**config.mk**
```make
export PLATFORM = sky130hd
export DESIGN_NAME = smb_blkreg_target
export DESIGN_NICKNAME = d
export VERILOG_FILES = /design/src/rtl/smb_blkreg_target.sv
export SDC_FILE = /design/constraint.sdc
export NUM_CORES = 1
export LEC_CHECK = 0
export BUFFER_PORTS_ARGS = -buffer_cell sky130_fd_sc_hd__buf_2
export CAP_MARGIN = 0
export CORE_ASPECT_RATIO = 0.8
export CORE_MARGIN = 2
export CORE_UTILIZATION = 55
export CTS_BUF_LIST = sky130_fd_sc_hd__clkbuf_8
export DETAILED_ROUTE_END_ITERATION = 6
export PLACE_DENSITY = 0.76
export SETUP_SLACK_MARGIN = 0.3
export SYNTH_ARGS = -nofsm -noshare
export SYNTH_HDL_FRONTEND = slang
export SYNTH_SLANG_ARGS = --single-unit
```
**constraint.sdc**
```tcl
create_clock -name clk -period 5.6 [get_ports clk]
set_input_delay 1.12 -clock clk [delete_from_list [all_inputs] [get_ports clk]]
set_output_delay 1.12 -clock clk [all_outputs]
set_load 0.005 [all_outputs]
```
**src/rtl/smb_blkreg_target.sv**
```systemverilog
module smb_blkreg_target #(
  parameter int NREG = 8,
  parameter logic [6:0] DEV7 = 7'h69,
  parameter int RO_IDX = 0
) (
  input  logic              clk,
  input  logic              rst_n,
  input  logic              scl_i,
  input  logic              sda_i,
  output logic              sda_oe,
  input  logic [7:0]        status_i,
  output logic [NREG*8-1:0] regs_o
);
  localparam int AW = $clog2(NREG);
  localparam logic [AW-1:0] RO_P  = AW'(RO_IDX);
  localparam logic [AW-1:0] CNT_P = AW'(NREG - 1);
  localparam logic [7:0] CNT_RST  = 8'(NREG);

  typedef enum logic [2:0] {S_IDLE, S_RX, S_RACK, S_TX, S_TACK, S_IGN} st_t;
  typedef enum logic [1:0] {B_ADDR, B_IDX, B_CNT, B_DATA} role_t;

  logic [2:0] scl_p, sda_p;
  always_ff @(posedge clk or negedge rst_n)
    if (!rst_n) begin
      scl_p <= 3'b111;
      sda_p <= 3'b111;
    end else begin
      scl_p <= {scl_p[1:0], scl_i};
      sda_p <= {sda_p[1:0], sda_i};
    end

  wire scl_s = scl_p[1];
  wire scl_q = scl_p[2];
  wire sda_s = sda_p[1];
  wire sda_q = sda_p[2];
  wire scl_rise  = scl_s & ~scl_q;
  wire scl_fall  = ~scl_s & scl_q;
  wire start_det = scl_s & scl_q & sda_q & ~sda_s;
  wire stop_det  = scl_s & scl_q & ~sda_q & sda_s;

  st_t          st;
  role_t        role;
  logic [6:0]   sh;
  logic [2:0]   bitn;
  logic         got8, ack_q, to_tx;
  logic [AW-1:0] ptr;
  logic [7:0]   rem, tx;
  logic [7:0]   regs [NREG];

  wire [7:0] rx_byte = {sh, sda_s};
  wire [7:0] rd_cur  = (ptr == RO_P) ? status_i : regs[ptr];
  wire last_bit = (st == S_RX) && scl_rise && !got8 && (bitn == 3'd7);
  wire wr_en = last_bit && (role == B_DATA) && (rem != 8'd0) && (ptr != RO_P);

  assign sda_oe = (st == S_RACK) | ((st == S_TX) & ~tx[7]);

  always_ff @(posedge clk or negedge rst_n)
    if (!rst_n) begin
      st <= S_IDLE; role <= B_ADDR; sh <= '0; bitn <= '0;
      got8 <= 1'b0; ack_q <= 1'b0; to_tx <= 1'b0;
      ptr <= '0; rem <= '0; tx <= '0;
    end else if (start_det) begin
      st <= S_RX; role <= B_ADDR; bitn <= '0; got8 <= 1'b0; ack_q <= 1'b0;
    end else if (stop_det) begin
      st <= S_IDLE; got8 <= 1'b0; ack_q <= 1'b0;
    end else begin
      case (st)
        S_RX: begin
          if (scl_rise && !got8) begin
            sh   <= rx_byte[6:0];
            bitn <= bitn + 3'd1;
            if (bitn == 3'd7) begin
              got8  <= 1'b1;
              to_tx <= 1'b0;
              case (role)
                B_ADDR: begin
                  if (rx_byte == {DEV7, 1'b0}) begin
                    ack_q <= 1'b1; role <= B_IDX;
                  end else if (rx_byte == {DEV7, 1'b1}) begin
                    ack_q <= 1'b1; to_tx <= 1'b1;
                  end else ack_q <= 1'b0;
                end
                B_IDX: begin
                  ptr <= rx_byte[AW-1:0]; ack_q <= 1'b1; role <= B_CNT;
                end
                B_CNT: begin
                  rem <= rx_byte; ack_q <= 1'b1; role <= B_DATA;
                end
                default: begin
                  if (rem != 8'd0) begin
                    ack_q <= 1'b1; rem <= rem - 8'd1; ptr <= ptr + 1'b1;
                  end else ack_q <= 1'b0;
                end
              endcase
            end
          end else if (scl_fall && got8) begin
            got8 <= 1'b0;
            st   <= ack_q ? S_RACK : S_IGN;
          end
        end
        S_RACK: if (scl_fall) begin
          ack_q <= 1'b0;
          bitn  <= '0;
          if (to_tx) begin
            st <= S_TX; tx <= (CNT_P == RO_P) ? status_i : regs[CNT_P];
          end else st <= S_RX;
        end
        S_TX: if (scl_fall) begin
          if (bitn == 3'd7) st <= S_TACK;
          else begin
            tx <= {tx[6:0], 1'b0}; bitn <= bitn + 3'd1;
          end
        end
        S_TACK: begin
          if (scl_rise) begin
            if (sda_s) st <= S_IGN;
            else begin
              tx <= rd_cur; ptr <= ptr + 1'b1; got8 <= 1'b1;
            end
          end else if (scl_fall && got8) begin
            got8 <= 1'b0; bitn <= '0; st <= S_TX;
          end
        end
        default: ;
      endcase
    end

  always_ff @(posedge clk or negedge rst_n)
    if (!rst_n) begin
      for (int i = 0; i < NREG; i++) regs[i] <= (i == NREG - 1) ? CNT_RST : 8'd0;
    end else if (wr_en) begin
      regs[ptr] <= rx_byte;
    end

  for (genvar g = 0; g < NREG; g++) begin : g_out
    if (g == RO_IDX) begin : g_ro
      assign regs_o[g*8 +: 8] = status_i;
    end else begin : g_rw
      assign regs_o[g*8 +: 8] = regs[g];
    end
  end

  AST_SDA_SCL_LOW: assert property (@(posedge clk) disable iff (!rst_n)
    (sda_oe != $past(sda_oe)) |-> !scl_s);
  AST_IGN_RELEASED: assert property (@(posedge clk) disable iff (!rst_n)
    (st == S_IGN) |-> !sda_oe);
  AST_COUNT_DOWN: assert property (@(posedge clk) disable iff (!rst_n)
    ((rem != $past(rem)) && ($past(role) == B_DATA)) |-> (($past(rem) != 8'd0) && (rem == $past(rem) - 8'd1)));
  AST_START_RESTART: assert property (@(posedge clk) disable iff (!rst_n)
    $past(start_det) |-> ((st == S_RX) && (role == B_ADDR) && !sda_oe));
endmodule

```
Word level (Yosys, flattened, before mapping). Index checks and enable logic that the tools add are counted.

Memories: 0. Memory bits (writable): 0. Word-level logic and storage cells: 192. Output and inout bits: 65. Bits in latches: 0. Bits of input ports: 12. Register bits after elaboration: 107. ROM bits: 0.

Shift operators: 0. $lt $le $gt $ge: 2. Equality and inequality tests: 39. Add/subtract/negate cells: 3. Div/mod/pow operators: 0. Reduce and logical (&&, ||, !) cells: 38. $mul: 0. Muxes and demuxes: 72. Bitwise gates (word level): 18.

Operator list (count): $mux W8 (11); $mux W3 (24); $bwmux W64 (1); $bmux W8 S3 (1); $demux W8 S3 (1); $pmux W3 S4 (2); $pmux W8 S3 (1); $ne A5 B5 Y1 const B (4); $ne A3 B3 Y1 const B (6); $reduce_and A9 Y1 (2); $mux W1 (17); $eq A8 B8 Y1 const B (2); $ne A2 B2 Y1 const B (8); $ne A4 B4 Y1 const B (4); $pmux W8 S2 (1); $reduce_and A8 Y1 (2); $mux W2 (7); $ne A4 B3 Y1 const B (3); $pmux W3 S2 (2); $reduce_bool A4 Y1 (3); $reduce_bool A2 Y1 (5); $logic_and A1 B1 Y1 (9); $and A1 B1 Y1 (8); $not A1 Y1 (8); 29 further kinds (40).

Logic depth before layout (Yosys ltp). Gate-level depths: netlist of the first run.

Depth in word-level cells: 9. Gate-level depth with buffers: 9. Depth with buffers taken out: 7.

Least setup slack after synthesis of the first run. No wires, ideal clock.

Path type: input to output. From: in status_i[0]. To: out regs_o[0]. Required time: 4480 ps. Path slack: 3249 ps. Path buffers: 1. Arrival: 1231 ps. Stages: 1. Cells stage by stage: buf_4.

RTL lines: start: declaration (line 11) `input logic [7:0] status_i,`; end: declaration (line 12) `output logic [NREG*8-1:0] regs_o`.

No word-level cell between the ends.

Worst setup path after layout of the first run.
From: reg ptr[1]. To: reg regs, in the netlist regs_o[30].

Cells in the longest elaborated chain, start to end: 6. Elaborated cells on any way between the ends: 9. Those cells by class: order compare (2); mux (3); bitwise (1); reduce/logical (3).

RTL lines: start: declaration (line 46) `logic [AW-1:0] ptr;`; start signal: assignment (line 61) `ptr <= '0; rem <= '0; tx <= '0;`; start signal: assignment (line 84) `ptr <= rx_byte[AW-1:0]; ack_q <= 1'b1; role <= B_CNT;`; start signal: assignment (line 91) `ack_q <= 1'b1; rem <= rem - 8'd1; ptr <= ptr + 1'b1;`; $not A3 Y4 (not written as such) (line 132) `regs[ptr] <= rx_byte;`; $ge A4 B4 Y1 (not written as such) / $lt A4 B1 Y1 (equally long branches) (line 132); $logic_and A1 B1 Y1 (not written as such) (line 132); $mux W8 (not written as such) (line 132); $demux W8 S3 (line 132); $bwmux W64 (line 132); end signal: indexed assignment (line 132); end: declaration (line 48) `logic [7:0] regs [NREG];`.

Several ways; a longest one is shown, not always the timed one. A chain may end at the register's enable or synchronous reset.

==> results of run 1 <==
[cell usage after synthesis, types with 3 or more instances]
cell      count  area share [%]
or2_2         6            0.60
buf_2         5            0.40
o22ai_1       5            0.50
dfstp_2       7             2.9
o221ai_1     12             1.7
mux4_2        9             3.2
dfrtp_1     100              40
ha_1         11             2.2
a311oi_1      3            0.42
a22oi_1       4            0.48
a211oi_1      4            0.48
a31oi_1      18             1.8
a21oi_1      25             2.0
mux2i_1      12             1.9
buf_4        68             8.2
nand3_1      10            0.80
nor2_1       29             1.7
nor2b_1      11             1.1
nand2b_1      6            0.60
mux2_2       67              12
nor3_1        8            0.64
nand2_1      62             3.7
o211ai_1      4            0.48
inv_1        20             1.2
clkbuf_1     23             1.4
buf_1         3            0.18
nor2_2        6            0.60
o21ai_0      21             1.7
[sequential cells by signal, indices dropped and copies added (netlist names)]
| signal | flops |
|---|---|
| ack_q | 1 |
| bitn | 3 |
| got8 | 1 |
| ptr | 3 |
| regs | 8 |
| regs_o | 56 |
| rem | 8 |
| role | 2 |
| scl_p | 3 |
| sda_p | 3 |
| sh | 7 |
| st | 3 |
| to_tx | 1 |
| tx | 8 |
[path summary, 6_finish.rpt]
kind,start,slack [ps],endpoint
setup / recovery,ptr[1]$_DFFE_PN0P_,2670,regs_o[30]$_DFFE_PN0P_
hold / removal,scl_p[0]$_DFF_PN1_,360,scl_p[1]$_DFF_PN1_
setup reg to reg,ptr[1]$_DFFE_PN0P_,2670,regs_o[30]$_DFFE_PN0P_
hold reg to reg,scl_p[0]$_DFF_PN1_,360,scl_p[1]$_DFF_PN1_
max in group asynchronous,rst_n,3670,regs_o[46]$_DFFE_PN0P_
min in group asynchronous,rst_n,710,bitn[0]$_DFFE_PN0P_
[through the flow]
| step | power [W] | cells | area [µm²] |
|---|---|---|---|
| final | 0.00158 | 741 | 6370 |
| after global routing | 0.00166 | 741 | 6370 |
| after CTS | 0.00159 | 741 | 6370 |
| after detailed placement | 0.00113 | 725 | 6180 |
| after global placement | 0.00112 | 725 | 6180 |
| after floorplan | 0.00105 | 602 | 6240 |
[kinds of logic after synthesis]
family                   count (synthesis)  share of synthesized area [%]
AND/OR/NAND/NOR                        158                           12.8
buffers and inverters                  120                           11.5
AO/OA/AOI/OAI                          113                           12.3
flip-flops                             107                           43.0
multiplexers                            90                           17.6
adder cells (fa/ha/maj)                 11                           2.20
XOR/XNOR                                 3                          0.421
[layout make-up]
class | count | area, µm² | area share [%]
timing repair buffer | 79 | 405 | 6.36
multi-input combinational | 375 | 2840 | 44.5
inverter | 20 | 75.1 | 1.18
clock buffer | 9 | 124 | 1.94
sequential | 107 | 2690 | 42.1
tap | 144 | 180 | 2.83
clock inverter | 7 | 66.3 | 1.04
[routing by layer]
metal  global-route usage (%)  vias to the layer above
met2                     38.1                      232
met3                     6.36                       20
met5                        0                        -
met1                     37.9                     2250
met4                     6.21                        0
li1                         -                     2062
[power by group through the flow]
stage | sequential [W] | clock (W) | combinational [W]
after CTS | 0.000885 | 0.000479 | 0.000229
after global routing | 0.000893 | 0.000513 | 0.000257
after floorplan | 0.000863 | 0 | 0.000185
after detailed placement | 0.000900 | 0 | 0.000229
after global placement | 0.000898 | 0 | 0.000218
final | 0.000888 | 0.000468 | 0.000227
==> results by group, run 1 <==
Timing
  – RSZ-0062 raised after global routing: false
  – Setup TNS: 0 ps
  – Setup violators final: 0
  – Worst Hold Margin: 363 ps
  – Setup Skew: 11.3 ps
  – Slew headroom: 29.5%
  – Final worst slack: about 2700 ps
  – Pins Over Slew Limit: 0
  – Hold Vio Cnt, Final: 0
  – Max Fclk: 0.341 GHz
  – Tcrit/Tclk final: 52.4%
  – Crit path time final: ~2900 ps
  – Worst slew pin tran: 1060 ps

Synth
  – Cell Area, Synth: 6240 µm²
  – Async set-reset flop share out of synthesis: 100%
  – EDFF count, synth: 0
  – Syn nets: 625
  – Synth Register Bits: 107
  – YS warnings: 0
  – Synth cell types: 61
  – Sequential area share after synthesis: 43.0%
  – Cells after Synth: 602
  – Post-Syn Area per Cell: 10.4 µm²
  – Main synth FF type: dfrtp_1

Clocking
  – CTS tree: yes
  – Worst-path clk slew: 110 ps
  – Post-CTS Resized: 0
  – Post-CTS setup buffers: 0
  – Clock Sinks: 107
  – Num CTS Buffers: 9
  – Clk_lat worst skew: roughly 380 ps
  – Clock buffer depth: 2
  – Clock root buffer: clkbuf_8
  – Htree depth: 3
  – Hold buffer count at CTS: 0

Worst setup path
  – Max stage delay on crit path: 780 ps
  – Critical path depth in cells: 6
  – Setup crit start kind: flip-flop
  – R2R depth: 6
  – Critical path, cell by cell: inv_1 -> ha_1 -> nor2_1 -> nand3_1 -> nor2_2 -> mux2_2
  – CP arrival: 3210 ps
  – CP Data Required Time: 5880 ps
  – CP Max Fanout: 17
  – WP buf/inv: 1
  – Setup CP Type: reg2reg
  – Crit end category: flip-flop
  – Crit-path slowest cell: dfrtp_1
  – Family with the most delay on the worst path: simple AND/OR/NAND/NOR gates

Detailed routing
  – Remaining antenna violation count after routing: 0
  – Routed met2 length: 6460 µm
  – Via count: 4564
  – Final WL: 14700 µm
  – Met3 wire len: 1310 µm
  – M1 wire length: between 6000 and 7000 µm
  – Drt pass-1 iters: 6
  – # DRC: 0
  – Wire per inst: 19.9 µm
  – Via density: 6.16
  – Initial drt markers: 488
  – Max layer used: met4

Run status
  – Outcome: completed

Floorplanning
  – DIE AREA: between 10000 and 15000 µm²
  – Chip height: about 99 µm
  – # IOs: 77
  – Row count: 34
  – Starting Density: between 50% and 60%
  – Core Region: roughly 11000 µm²
  – Die Width: 123 µm

Placed design
  – Port bufs: 76
  – Gpl congestion: 0.911
  – Detail Placement HPWL: 10500 µm
  – Place WS: 2750 ps

Global route
  – Vias in the first global route: 4499
  – Largest net degree at the start of global routing: 68
  – Initial antenna violation count: 0
  – Total track usage: 25.6%
  – First-pass GRT wire length: roughly 24000 µm
  – Grt total ovfl: 0

Worst hold path
  – Min-Delay Path Depth: 0
  – Hold crit path type: reg2reg

Power
  – Power density cells: 248 nW/µm²
  – Clock power frac: between 20 and 30%
  – Sw Pwr: 0.000498 W
  – Switching share of power: 31.4%
  – Sequential power share: 56.1%
  – Pleak: 3.04 nW
  – Comb power frac: 14.3%
  – Int Pwr: roughly 0.0011 W
  – Max IR drop VDD: 0.166 mV

Final layout
  – Commonest non-fill, non-tap cell in the layout: dfrtp_1
  – Share of cells above drive strength 1: approximately a third
  – Syn-to-layout area delta: 2.10%
  – Final core occ: 58.1%
  – Nets: about 620
  – Most frequent cells in the layout: dfrtp_1, buf_2, mux2_2
  – Fillers: 928
  – Number of diodes: 0

Job
  – MaxCap Viol Count: 0
No activity file was read; power rests on OpenSTA's default activity.
==> inputs of run 2 (changes only) <==
- clock period: 5.6 -> 2.7 ns (I/O delays scaled with it)
==> results by group, run 2 (same netlist as run 1, synthesis figures left out) <==
Timing
  – Tcrit/Tclk final: between 80% and 90%
  – Crit path time final: around 2300 ps
  – Slew headroom: 44.7%
  – RSZ-0062 raised after global routing: true
  – Hold Vio Cnt, Final: 0
  – Setup Skew: between 10 and 15 ps
  – Max Fclk: 0.429 GHz
  – Worst slew pin tran: 829 ps
  – Setup TNS: 0 ps
  – Setup violators final: 0
  – Pins Over Slew Limit: 0
  – Worst Hold Margin: 172 ps

Final layout
  – Area occupied by multi-input gates: 2870 µm²
  – Number of flip-flops under the largest register name: 56
  – Most frequent cells in the layout: dfrtp_1, buf_2, mux2_2
  – Nets: 637
  – Register Area: 2690 µm²
  – Fillers: 903
  – Share of cells above drive strength 1: between 30 and 40%
  – Number of diodes: 0
  – Syn-to-layout area delta: 5.69%
  – Commonest non-fill, non-tap cell in the layout: dfrtp_1

Global route
  – First-pass GRT wire length: 24600 µm
  – Vias in the first global route: 4558
  – Initial antenna violation count: 0
  – Grt total ovfl: 0
  – Largest net degree at the start of global routing: 48
  – Total track usage: 25.9%

Clocking
  – Clock Sinks: approximately 110
  – Worst-path clk slew: 110 ps
  – Hold buffer count at CTS: 0
  – Clk_lat worst skew: 370 ps
  – CTS tree: yes
  – Clock root buffer: clkbuf_8
  – Clock buffer depth: 2
  – Htree depth: 3
  – Num CTS Buffers: 9

Worst setup path
  – Setup crit start kind: flip-flop
  – Crit-path slowest cell: nor4_2
  – Max stage delay on crit path: 440 ps
  – CP Max Fanout: 8
  – Crit end category: flip-flop
  – CP arrival: 2600 ps
  – Setup CP Type: reg2reg
  – Most used cell along the critical path: ha_1
  – CP Data Required Time: ~3000 ps
  – Critical path, cell by cell: ha_1 -> ha_1 -> inv_1 -> nor4_2 -> nand3_2 -> mux2_2

Power
  – Pleak: between 3 and 4 nW
  – Power density cells: 518 nW/µm²
  – Max IR drop VDD: between 0.2 and 0.3 mV
  – Total power: 0.00342 W

Placed design
  – Gpl congestion: 0.880
  – Detail Placement HPWL: 10800 µm
  – Port bufs: 76

Floorplanning
  – DIE AREA: about 12000 µm²
  – Core Region: 11000 µm²
  – Chip height: 99.3 µm
  – # IOs: 77
  – Row count: 34
  – Die Width: 123 µm
  – Starting Density: 56.9%

Detailed routing
  – Drt pass-1 iters: 5
  – Initial drt markers: 460
  – # DRC: 0
  – Via count: 4696
  – Final WL: between 15000 and 20000 µm
  – Wire per inst: 19.9 µm
  – Via density: 6.15
  – Remaining antenna violation count after routing: 0

Run status
  – Outcome: completed

Worst hold path
  – Hold crit path type: in2async

Job
  – MaxCap Viol Count: 0
==> run 2: cell count changes in the layout (fill, tap and decap cells not counted), sizes merged <==
cell | previous run | this run
bufinv | 0 | 1
buf | 79 | 101
inv | 24 | 23
==> run 2: power by group <==
part | leakage [nW] | internal, W | switching, W | total, W
clock | 0.108 | 0.000447 | 0.000593 | 0.00104
sequential | 1.42 | 0.00171 | 0.0000755 | 0.00178
combinational | 1.64 | 0.000217 | 0.000377 | 0.000594
==> run 2: worst max-delay path, delay by kind of cell (launching register included) <==
kind,cells,cell delay (ps)
DFF,1,390
and+or+nand+nor,2,740
muxes,1,360
adders and majority gates,2,550
buffers and inverters,1,190
==> run 2: metal layers <==
metal,share of wire (%),routed length (µm),track usage (%),vias to the layer above
met5,0,0,0,-
met4,1.5,235,7.08,0
met3,8.5,1290,5.96,31
met2,45,6790,37.9,214
met1,45,6860,38.8,2353
li1,-,-,-,2098
==> run 2: final cells by class <==
cell class              instances  area share, %
well taps                     144           2.73
repair buffers                101           8.84
clock inverters                 7           1.27
multi-input cells             375           43.4
inverters                      20           1.14
clock buffers                   9           1.88
flip-flops and latches        107           40.7
==> run 2: final timing paths <==
path                       cells past startpoint  slack [ps]                   end                 from
max reg2reg                                    6         370  regs[60]$_DFFE_PN0P_  bitn[0]$_DFFE_PN0P_
max in group asynchronous                      2        1770    sda_p[2]$_DFF_PN1_                rst_n
min in group clk                               1         250    scl_p[0]$_DFF_PN1_                scl_i
max                                            6         370  regs[60]$_DFFE_PN0P_  bitn[0]$_DFFE_PN0P_
min reg2reg                                    0         360    sda_p[1]$_DFF_PN1_   sda_p[0]$_DFF_PN1_
min                                            1         170     sh[4]$_DFFE_PN0P_                rst_n
==> run 2: per-stage QoR <==
step	util, %	instance area [µm²]	setup slack (ps)	instances
after floorplan	-	6240	472	602
after global placement	58.0	6360	291	747
after detailed placement	58.0	6360	228	747
after CTS	60.0	6580	241	763
after global routing	60.1	6600	279	763
final	60.1	6600	371	763
==> run 2: what timing repair did <==
action / in CTS / in global routing
gates resized for setup: 3 / 4
endpoints found under the hold margin: 0 / 0
setup buffers: 0 / 0
endpoints found under the setup margin: 34 / 66
